==> config.mk <==
export PLATFORM = sky130hd
export DESIGN_NAME = adc_scan_seq
export DESIGN_NICKNAME = d
export VERILOG_FILES = /design/src/rtl/adc_scan_pkg.sv /design/src/rtl/adc_scan_ctrl.sv /design/src/rtl/adc_scan_dp.sv /design/src/rtl/adc_scan_seq.sv
export SDC_FILE = /design/constraint.sdc
export NUM_CORES = 1
export LEC_CHECK = 0
export BUFFER_PORTS_ARGS = -buffer_cell sky130_fd_sc_hd__buf_2
export CAP_MARGIN = 20
export CORE_ASPECT_RATIO = 0.8
export CORE_MARGIN = 4
export CORE_UTILIZATION = 52
export CTS_CLUSTER_SIZE = 10
export DETAILED_ROUTE_END_ITERATION = 12
export PLACE_DENSITY = 0.85
export SLEW_MARGIN = 20
export SYNTH_ARGS = -nofsm -noshare
export SYNTH_HDL_FRONTEND = slang
export SYNTH_HIERARCHICAL = 1
export SYNTH_SLANG_ARGS = --single-unit
==> constraint.sdc <==
create_clock -name clk -period 4 [get_ports clk]
set_input_delay 0.4 -clock clk [delete_from_list [all_inputs] [get_ports clk]]
set_output_delay 0.4 -clock clk [all_outputs]
set_load 0.02 [all_outputs]
==> src/rtl/adc_scan_pkg.sv <==
package adc_scan_pkg;

  // Default channel count and the width of any channel counter.
  localparam int SCAN_CH = 6;
  localparam int IDX_W   = $clog2(SCAN_CH + 1);

  // Control-to-datapath strobes, produced every cycle.
  typedef struct packed {
    logic             capture;   // write convData into slot
    logic [IDX_W-1:0] slot;      // slot to write
    logic             selLoad;   // load a new mux select
    logic [IDX_W-1:0] selValue;  // value to load
    logic             fire;      // request a conversion next cycle
  } seqStrobe_t;

endpackage

==> src/rtl/adc_scan_ctrl.sv <==
module adc_scan_ctrl
  import adc_scan_pkg::*;
#(
  parameter int NUM_CH = SCAN_CH
) (
  input  logic             clk,
  input  logic             rst,
  input  logic             frameStart,
  input  logic             convDone,
  output seqStrobe_t       strobe,
  output logic [IDX_W-1:0] scanIdx,
  output logic             convStart
);

  localparam logic [IDX_W-1:0] LAST_CH = IDX_W'(NUM_CH - 1);
  localparam logic [IDX_W-1:0] ZERO_CH = '0;

  typedef enum logic [0:0] {
    ST_IDLE = 1'b0,
    ST_CONV = 1'b1
  } seqState_t;

  seqState_t        stateQ, stateD;
  logic [IDX_W-1:0] idxQ, idxD;
  logic             startQ;
  logic             lastCh;

  assign lastCh = (idxQ == LAST_CH);

  // Strobe and next-state generation.
  always_comb begin
    strobe   = '0;
    stateD   = stateQ;
    idxD     = idxQ;
    unique case (stateQ)
      ST_IDLE: begin
        if (frameStart) begin
          strobe.selLoad  = 1'b1;
          strobe.selValue = ZERO_CH;
          strobe.fire     = 1'b1;
          idxD            = ZERO_CH;
          stateD          = ST_CONV;
        end
      end
      ST_CONV: begin
        if (convDone) begin
          strobe.capture = 1'b1;
          strobe.slot    = idxQ;
          strobe.selLoad = 1'b1;
          idxD           = idxQ + 1'b1;
          if (lastCh) begin
            strobe.selValue = ZERO_CH;
            strobe.fire     = 1'b0;
            stateD          = ST_IDLE;
          end else begin
            strobe.selValue = idxQ + 1'b1;
            strobe.fire     = 1'b1;
          end
        end
      end
      default: stateD = ST_IDLE;
    endcase
  end

  always_ff @(posedge clk) begin
    if (rst) begin
      stateQ <= ST_IDLE;
      idxQ   <= ZERO_CH;
      startQ <= 1'b0;
    end else begin
      stateQ <= stateD;
      idxQ   <= idxD;
      startQ <= strobe.fire;
    end
  end

  assign scanIdx   = idxQ;
  assign convStart = startQ;

endmodule

==> src/rtl/adc_scan_dp.sv <==
module adc_scan_dp
  import adc_scan_pkg::*;
#(
  parameter int NUM_CH = SCAN_CH,
  parameter int RES_W  = 10,
  parameter int SLOT_W = 16
) (
  input  logic                     clk,
  input  logic                     rst,
  input  seqStrobe_t               strobe,
  input  logic [RES_W-1:0]         convData,
  output logic [IDX_W-1:0]         muxSel,
  output logic [NUM_CH*SLOT_W-1:0] results
);

  localparam int PAD_W = SLOT_W - RES_W;

  logic [IDX_W-1:0] selQ;

  always_ff @(posedge clk) begin
    if (rst) begin
      selQ <= '0;
    end else if (strobe.selLoad) begin
      selQ <= strobe.selValue;
    end
  end

  assign muxSel = selQ;

  // One result register per channel.
  for (genvar g = 0; g < NUM_CH; g++) begin : g_slot
    logic [SLOT_W-1:0] slotQ;
    logic              hit;

    assign hit = strobe.capture && (strobe.slot == IDX_W'(g));

    always_ff @(posedge clk) begin
      if (rst) begin
        slotQ <= '0;
      end else if (hit) begin
        slotQ <= {{PAD_W{1'b0}}, convData};
      end
    end

    assign results[g*SLOT_W +: SLOT_W] = slotQ;
  end

endmodule

==> src/rtl/adc_scan_seq.sv <==
module adc_scan_seq
  import adc_scan_pkg::*;
#(
  parameter int NUM_CH = SCAN_CH,
  parameter int RES_W  = 10,
  parameter int SLOT_W = 16
) (
  input  logic                     clk,
  input  logic                     rst,
  input  logic                     frameStart,
  input  logic                     convDone,
  input  logic [RES_W-1:0]         convData,
  output logic                     convStart,
  output logic [IDX_W-1:0]         muxSel,
  output logic [IDX_W-1:0]         scanIdx,
  output logic [NUM_CH*SLOT_W-1:0] results
);

  seqStrobe_t strobe;

  adc_scan_ctrl #(
    .NUM_CH(NUM_CH)
  ) ctrl_i (
    .clk       (clk),
    .rst       (rst),
    .frameStart(frameStart),
    .convDone  (convDone),
    .strobe    (strobe),
    .scanIdx   (scanIdx),
    .convStart (convStart)
  );

  adc_scan_dp #(
    .NUM_CH(NUM_CH),
    .RES_W (RES_W),
    .SLOT_W(SLOT_W)
  ) dp_i (
    .clk     (clk),
    .rst     (rst),
    .strobe  (strobe),
    .convData(convData),
    .muxSel  (muxSel),
    .results (results)
  );

endmodule

======== Word level (Yosys, flattened, before mapping) ========
Cells that the tools add are included.
storage, ports and cells
  bits in registers ....................... 68
  input port bits ......................... 14
  output and inout port bits .............. 103
  word-level logic and storage cells ...... 40
cells by class
  $add $sub $neg .......................... 1
  equal/unequal tests ..................... 8
  multiplexer cells ....................... 12
  bitwise gates (word level) .............. 1
  reductions and logical operators ........ 8
operators by type and width
  cell                   count
  $pmux W5 S2            1
  $eq A3 B3 Y1 const B   3
  $mux W9                1
  $mux W4                2
  $eq A3 B2 Y1 const B   2
  $logic_and A1 B1 Y1    6
  $mux W3                2
  $pmux W3 S2            1
  $mux W5                1
  $ne A2 B2 Y1 const B   2
  $add A3 B1 Y3 const B  1
  $eq A3 B1 Y1 const B   1
  $logic_not A3 Y1       1
  $mux W1                3
  $pmux W1 S2            1
  $reduce_and A2 Y1      1
  $not A1 Y1             1

======== Longest topological paths before layout ========
Gate-level depths: netlist of run 1.
  word-level depth ........................ 6
  gate-level depth with buffers ........... 7
  gate-level depth less buffers ........... 7

======== By module ========
Netlist of run 1, hierarchy kept.
by module, submodules not included
  module         instances  cells an instance  area each (µm²)  seq. area each (µm²)
  adc_scan_dp    1          257                2755.1           1261.2
  adc_scan_ctrl  1          37                 289.0            100.1

======== Worst setup path before layout of run 1 ========
OpenSTA, ideal clock, no wires.
  path type ............................... register to register
  from .................................... register ctrl_i.idxQ[0] (netlist: ctrl_i/scanIdx[0])
  to ...................................... register dp_i.g_slot[0].slotQ[0]
  setup time .............................. 0.124 ns
  arrival time ............................ 1.444 ns
  required time ........................... 3.876 ns
  path slack .............................. 2.432 ns
  stages on the path, launching flop included .. 5
  buffers on the path ..................... 1
  period minus slack after synthesis ...... 1.568 ns
  cells stage by stage .................... dfxtp_1 and3_1 or4b_1 buf_6 mux2i_1
RTL lines
  element                 line                 source
  from (decl)             adc_scan_ctrl.sv:24  logic [IDX_W-1:0] idxQ, idxD;
  from (signal assigned)  adc_scan_ctrl.sv:72  idxQ <= idxD;
  to (signal assigned)    adc_scan_dp.sv:41    slotQ <= {{PAD_W{1'b0}}, convData};
  to (decl)               adc_scan_dp.sv:32    logic [SLOT_W-1:0] slotQ;

==> results of run 1 <==
[sequential cells by signal (all words and copies together), names as in the netlist]
register           count
dp_i/g_slot.slotQ     60
ctrl_i/scanIdx         3
ctrl_i/convStart       1
ctrl_i/stateQ          1
dp_i/muxSel            3
[layout make-up]
class	count	share of cell area, %
Clock buffer	12	4.38
Clock inverter	4	1.34
Inverter	2	0.247
Multi-Input combinational cell	208	41.3
Sequential cell	68	38.4
Tap cell	78	2.75
Timing Repair Buffer	81	11.5
[metal layers]
| layer | routed length, µm | track usage [%] | part of all wire (%) |
|---|---|---|---|
| met5 | 0 | 0 | 0 |
| met1 | 3090 | 24.1 | 46 |
| met3 | 515 | 7.31 | 7.7 |
| met4 | 96 | 7.03 | 1.4 |
| met2 | 3020 | 29.3 | 45 |
[per-stage QoR]
step	instances	hold WS [ns]
detailed placement	437	0.457
global route	453	0.373
floorplan	328	0.465
CTS	453	0.360
global placement	437	0.456
finish	453	0.380
[power by group]
part           switching [mW]  leakage, nW  internal, mW
registers             0.00565        0.549         0.684
clock network           0.248        0.102         0.320
logic                  0.0787         1.27        0.0325
[worst min-delay path by stage]
stage / start / end / slack, ns / depth (start not counted)
after floorplan: rst / ctrl_i/scanIdx[0]$_SDFFE_PP0P_ / 0.46 / 1
after global placement: dp_i/g_slot[4].slotQ[0]$_SDFFE_PP0P_ / dp_i/g_slot[4].slotQ[0]$_SDFFE_PP0P_ / 0.46 / 2
after detailed placement: dp_i/g_slot[4].slotQ[5]$_SDFFE_PP0P_ / dp_i/g_slot[4].slotQ[5]$_SDFFE_PP0P_ / 0.46 / 2
after CTS: frameStart / ctrl_i/stateQ$_SDFF_PP0_ / 0.36 / 3
after global routing: frameStart / ctrl_i/convStart$_SDFF_PP0_ / 0.37 / 3
final: frameStart / ctrl_i/stateQ$_SDFF_PP0_ / 0.38 / 3
[placed cells by master (no fill, tap or decap)]
cell / instances
sky130_fd_sc_hd__mux2i_1: 64
sky130_fd_sc_hd__buf_2: 80
sky130_fd_sc_hd__and3_1: 2
sky130_fd_sc_hd__nand2b_2: 1
sky130_fd_sc_hd__nand3_1: 1
sky130_fd_sc_hd__inv_1: 1
sky130_fd_sc_hd__o21ai_0: 1
sky130_fd_sc_hd__clkinv_2: 3
sky130_fd_sc_hd__bufinv_16: 1
sky130_fd_sc_hd__nor2_1: 11
sky130_fd_sc_hd__a211oi_2: 1
sky130_fd_sc_hd__buf_4: 1
sky130_fd_sc_hd__conb_1: 36
sky130_fd_sc_hd__ha_1: 2
sky130_fd_sc_hd__nor3_1: 1
sky130_fd_sc_hd__dfxtp_1: 68
sky130_fd_sc_hd__nand2_1: 2
sky130_fd_sc_hd__and4bb_2: 1
sky130_fd_sc_hd__or4b_1: 1
sky130_fd_sc_hd__nand2_2: 3
sky130_fd_sc_hd__nand2b_1: 71
sky130_fd_sc_hd__a21oi_1: 4
sky130_fd_sc_hd__nand4b_1: 2
sky130_fd_sc_hd__nor3_2: 1
sky130_fd_sc_hd__nand4bb_1: 3
sky130_fd_sc_hd__clkinvlp_4: 1
sky130_fd_sc_hd__clkbuf_1: 1
sky130_fd_sc_hd__clkbuf_8: 11
[tightest hold or removal path: cells and delay by family]
family	cells	cell delay (ns)
buffers and inverters	1	0.12
AND/OR/NAND/NOR	2	0.15
==> results.md, run 1 <==
Drt:
- The detailed-route via count is 2,104.
- The number of detailed-route iterations in the first pass is 4.
- For this run, design rule violations remaining after detail routing come to 0.
- Using the TritonRoute via totals, the vias-per-cell ratio works out to 4.64.
- The detail route stage leaves a number of antenna-violating nets equal to 0.
- The detailed router finished its first iteration with 142 violations.
- The detailed-route wire length per cell is 14.8 µm.
- The final layout contains routed wiring with a total length of 6720 µm.

Place:
- The count of port buffers added during placement is 80.
- The instance area at placement is 3340 µm².
- The half-perimeter wire length after detailed placement is 4800 µm.
- Timing analysis after detailed placement gives a worst setup slack of 1.99 ns.
- The final weighted congestion in routability-driven placement is 0.858.

Final layout:
- The layout has 488 filler cells.
- The final design utilization is 63.8%.
- The multi-input combinational cells in the finished layout cover a total of 1470 µm².
- The area of all placed cells without fillers is 3540 µm².
- The layout net count is 386.
- The number of antenna diodes is 0.
- In the final layout, the share of cells above drive strength 1 is 27.7%.
- Relative to the synthesized area, the layout overhead comes to 16.5%.
- The register area is 1360 µm².

Status:
- The run finished with clean final reports.

Setup path:
- The endpoint identified for the worst register-to-register timing path is dp_i/g_slot[2].slotQ[1]$_SDFFE_PP0P_.
- The critical path in this run is classified as reg2reg.
- The setup check on the worst reg-to-reg path leaves a slack of 2.03 ns.
- The total stage count of the critical path is 4.
- Measured in cells, the most critical reg-to-reg path has a length of 4.
- The critical path ends at dp_i/g_slot[2].slotQ[1]$_SDFFE_PP0P_.
- The library cell contributing the largest single delay on the critical path is sky130_fd_sc_hd__nand4bb_1.
- The worst-path maximum fanout is 10.
- The required time at the endpoint of the critical path is 4.26 ns.
- The worst setup path is launched from a flip-flop.
- At the worst endpoint, the arrival time is 2.23 ns.
- In this run the worst setup path begins at ctrl_i/stateQ$_SDFF_PP0_.
- The largest stage delay on the critical path is 0.65 ns.
- STA classifies the critical path endpoint as a flip-flop.
- The reg-to-reg startpoint is ctrl_i/stateQ$_SDFF_PP0_.
- The critical path goes through nand2_2 -> nor2_1 -> nand4bb_1 -> mux2i_1.
- The total buffers and inverters traversed by the critical path is 0.
- The family with the most delay on the worst path is simple AND/OR/NAND/NOR gates.

Floorplan:
- The initial standard-cell utilization of the core is 54.7%.
- The floorplan step defined a die boundary enclosing 7140 µm².
- During I/O placement, the number of pins put on the boundary was 117.
- In this run the core area contains 24 standard-cell rows.
- The die extent in x is 93.5 µm.
- The height of the die is 76.4 µm.
- The core box area is 5560 µm².

Timing:
- Setup repair after global routing left no endpoint under its margin.
- For the final database, setup skew stands at 0.00842 ns.
- The highest clock frequency the design can meet is 507 MHz.
- For the pin with the worst max-slew slack, the measured transition is 0.789 ns.
- The final setup slack of the worst path is 2.03 ns.
- The worst pin sits at a relative slew slack of 47.1%.
- The worst path needs 1.97 ns of the cycle, external delays included.
- The setup violation total in the final timing report is 0.
- The final hold violation count came to 0.
- The final number of max-transition violations was 0.
- The setup TNS is 0 ns.
- Dividing the final minimum period by the clock period gives 49.3%.

Clock tree:
- Gates resized during post-CTS repair numbered 0.
- In this run the clock root is driven by a sky130_fd_sc_hd__clkbuf_8.
- The post-CTS setup-driven buffer insertion count is 0.
- At the later pin of the worst-skew pair, clock insertion delay measures 0.34 ns.
- The clock-pin slew on the worst setup and hold paths is 0.07 ns.
- The CTS tree is done.
- The longest clock path from root to sink contains 2 buffers.
- The TritonCTS buffer count is 9.
- The post-cts hold buffer count is 0.
- CTS built an H-tree with a depth of 3.
- The number of clock sinks seen by CTS is 68.

Pwr:
- Dividing total power by cell area gives a power density of 386 nW/µm².
- VDD sags by at most 0.192 mV.
- The static leakage power is 1.92 nW.
- After layout, the design draws a total of 1.37 mW.

Global routing:
- The initial antenna violation count is 0.
- The first global-routing pass estimated 10,500 µm of wire.
- The via count of the first global-routing pass came to 2,047.
- The pin count of the biggest net entering global routing is 53.
- The overall global routing resource usage is 19.0%.
- The total global routing overflow is 0.

Worst hold path:
- The worst hold path belongs to the class in2reg.

Synthesis:
- The synthesized netlist occupies a cell area of 3040 µm².
- During synthesis, Yosys emitted a total of 6 warnings.
- Synthesis produced a netlist whose cell count is 293.
- Averaged over all synthesized cells, the footprint is 10.4 µm².

Run:
- Across the run, the number of max-cap violations was 0.
(Power assumes the default switching activity.)
==> run 2: changes to the inputs <==
--- a/config.mk
+++ b/config.mk
@@ -9,10 +9,10 @@
 export CAP_MARGIN = 20
 export CORE_ASPECT_RATIO = 0.8
 export CORE_MARGIN = 4
-export CORE_UTILIZATION = 52
+export CORE_UTILIZATION = 44
 export CTS_CLUSTER_SIZE = 10
 export DETAILED_ROUTE_END_ITERATION = 12
-export PLACE_DENSITY = 0.85
+export PLACE_DENSITY = 0.77
 export SLEW_MARGIN = 20
 export SYNTH_ARGS = -nofsm -noshare
 export SYNTH_HDL_FRONTEND = slang
==> constraint.sdc (replaced) <==
create_clock -name clk -period 1.7 [get_ports clk]
set_input_delay 0.17 -clock clk [delete_from_list [all_inputs] [get_ports clk]]
set_output_delay 0.17 -clock clk [all_outputs]
set_load 0.02 [all_outputs]
==> results.md, run 2 (same netlist as run 1, synthesis figures left out) <==
Clock tree:
- The H-tree level count is 3.
- The post-CTS setup-driven buffer insertion count is 0.
- The TritonCTS buffer count is 9.
- In this run the deepest clock path goes through 2 buffers.
- Clock-pin slew was measured on the worst setup and hold paths at 0.07 ns.
- TritonCTS built the clock tree.
- The clock reaches the later pin of the worst-skew pair after 0.33 ns.
- The tree built by TritonCTS fans out to 68 sinks.
- The CTS root buffer is sky130_fd_sc_hd__clkbuf_8.

Floorplan:
- The count of pins on the block boundary is 117.
- After floorplanning, the core was sized to cover 6540 µm².
- From bottom edge to top edge, the die measures 82.4 µm.
- Once the floorplan was initialized, standard cells occupied 46.5% of the core.
- The die covers 8310 µm².
- In this run the horizontal extent of the chip is 101 µm.
- The row count is 26.

Pwr:
- In this run, the combinational gates consume 8.7% of the power.
- The worst-case IR drop observed on VDD is 0.452 mV.
- The sequential share of power is 50.2%.
- Summed over all nets, the switching power comes to 0.782 mW.
- The internal power is 2.45 mW.
- The part of the power in the clock network is 41.1%.
- The total power after layout is 3.23 mW.
- For this design the ratio of total power to cell area is 888 nW/µm².
- The static leakage power is 1.97 nW.
- The switching power share of the total is 24.2%.

Setup path:
- The worst-path maximum fanout is 10.
- The destination of the worst register-to-register timing path is dp_i/g_slot[0].slotQ[4]$_SDFFE_PP0P_.
- The reg-to-reg startpoint is ctrl_i/stateQ$_SDFF_PP0_.
- The largest stage delay on the critical path is 0.51 ns.
- Walking the worst path, the cells encountered are nand2_2 -> nor2_2 -> or4b_1 -> buf_4 -> mux2i_1.
- STA classifies the critical path startpoint as a flip-flop.
- The type of the setup path with the least slack is reg2reg.
- For flop-to-flop paths, the worst setup slack is 0.11 ns.
- The worst register-to-register path has a depth of 5.
- The arrival time of the worst setup path is 1.79 ns.
- Among all stages on the critical path, the largest delay is contributed by sky130_fd_sc_hd__or4b_1.
- The category of the worst setup path capture point is a flip-flop.
- At the worst endpoint, the required time is 1.90 ns.

Timing:
- The post-route clock skew is 0.00774 ns.
- The highest clock frequency the design can meet is 628 MHz.
- The final hold violation count is 0.
- Hold is met by 0.138 ns.
- For the final routed database, the setup TNS stands at 0 ns.
- The smallest clock period supported by the final layout is computed as 1.59 ns.
- The share of the clock period used by the worst path after layout is 93.7%.
- The setup violation total in the final timing report is 0.
- Setup repair after global routing left no endpoint under its margin.
- The final number of max-transition violations came to 0.
- The final setup slack of the worst path is 0.108 ns.

Drt:
- After the first detailed-routing iteration, the DRC count stood at 79.
- The wire length after detailed routing is 7100 µm.
- The topmost layer with routed signal wires is met4.
- The met3 routed wirelength is 669 µm.
- The wire length on met2 is 3230 µm.
- After detailed routing, the wire length on met1 is 3120 µm.
- Across all layers, the routed design uses 2,150 vias.
- The detailed-route wire length per cell is 15.1 µm.
- Once detail routing completed, the nets flagged for antenna violations numbered 0.
- The number of detailed-route iterations in the first pass is 4.
- The routed via count divided by cell count is 4.58.
- The number of design rule violations left after detail routing is 0.

Final layout:
- 0 antenna diodes ended up in the layout.
- The leading cell type in the layout, fill and taps excluded is sky130_fd_sc_hd__buf_2.
- In the layout the commonest cells are sky130_fd_sc_hd__buf_2, sky130_fd_sc_hd__nand2b_1, sky130_fd_sc_hd__dfxtp_1, sky130_fd_sc_hd__mux2i_1, sky130_fd_sc_hd__conb_1.
- The register with the most flip-flops in the layout has 60 of them.
- The area added between synthesis and finish is 19.8%.
- For this run, the post-layout net count is 396.
- The post-route netlist has 30.1% of its cells at a drive strength greater than 1.
- The register with the most flip-flops is dp_i/g_slot.slotQ.

Place:
- The half-perimeter wire length after detailed placement is 5200 µm.
- The final weighted congestion in routability-driven placement is 0.874.
- The count of port buffers added during placement is 80.
- At the placement stage, the worst setup path has a slack of 0.0696 ns.

Status:
- The flow ran to the end, and the final reports show no timing, DRC or antenna violations.

Global routing:
- The pin count of the biggest net entering global routing is 30.
- The first global-routing pass estimated 10,900 µm of wire.
- The initial antenna violation count is 0.
- The via count of the first global-routing pass is 2,156.
- The total overflow left after global routing is 0.
- Across every metal layer, demand over resource in global routing totals 17.4%.

Worst hold path:
- For hold timing, the worst endpoint is ctrl_i/stateQ$_SDFF_PP0_.
- The type of the tightest min-delay check is in2reg.
- Along the worst hold path, the cell count comes to 3.
- In this run the most critical hold path is launched from frameStart.

Run:
- Across the run, the number of max-cap violations was 0.
==> run 2: changes by cell type in the layout (fill, tap and decap cells not counted), sizes merged <==
cell	before	now
buf	81	91
==> run 2: timing repair <==
item | CTS | global route
endpoints found under the hold margin | 0 | 0
setup endpoints to repair | 0 | 32
gates resized for setup | 0 | 2
hold buffers | 0 | 0
==> run 2: area by class of cell <==
type | count | area (µm²)
clock inverter | 4 | 47.5
inverter | 2 | 8.76
multi-input combinational | 208 | 1470
sequential | 68 | 1360
clock buffer | 12 | 155
fill | 576 | 2900
timing repair buffer | 91 | 495
tap | 84 | 105
==> run 2: per-layer routing <==
layer / track usage [%] / vias up
li1: - / 1071
met1: 20.8 / 989
met2: 28.7 / 80
met3: 7.22 / 10
met4: 5.44 / 0
met5: 0 / -
==> run 2: power by group through the flow <==
stage	Sequential, mW	Clock, mW	Combinational [mW]
6_report	1.62	1.33	0.282
3_5_place_dp	1.66	0	0.279
4_1_cts	1.62	1.38	0.280
3_3_place_gp	1.66	0	0.275
5_1_grt	1.62	1.44	0.301
2_1_floorplan	1.68	0	0.240
==> run 2: worst max-delay path by stage <==
stage / start / to / cells after the start
final: ctrl_i/stateQ$_SDFF_PP0_ / dp_i/g_slot[0].slotQ[4]$_SDFFE_PP0P_ / 5
after global routing: ctrl_i/stateQ$_SDFF_PP0_ / dp_i/g_slot[0].slotQ[3]$_SDFFE_PP0P_ / 5
after CTS: ctrl_i/stateQ$_SDFF_PP0_ / dp_i/g_slot[0].slotQ[6]$_SDFFE_PP0P_ / 5
after detailed placement: ctrl_i/stateQ$_SDFF_PP0_ / dp_i/g_slot[0].slotQ[4]$_SDFFE_PP0P_ / 5
after global placement: ctrl_i/stateQ$_SDFF_PP0_ / dp_i/g_slot[0].slotQ[5]$_SDFFE_PP0P_ / 5
after floorplan: ctrl_i/scanIdx[0]$_SDFFE_PP0P_ / dp_i/g_slot[0].slotQ[0]$_SDFFE_PP0P_ / 4
==> run 2: metrics by stage <==
step | utilization, % | instance area, µm² | instances
floorplan | - | 3170 | 328
global placement | 52.5 | 3440 | 453
detailed placement | 52.5 | 3440 | 453
CTS | 55.6 | 3640 | 469
global route | 55.7 | 3640 | 469
finish | 55.7 | 3640 | 469
==> run 2: worst max-delay path: cells and delay by family, from the launching register on <==
family        cells  cell delay (ns)
flops             1             0.35
mux               1             0.13
buf+inv           1             0.21
simple gates      3             0.75
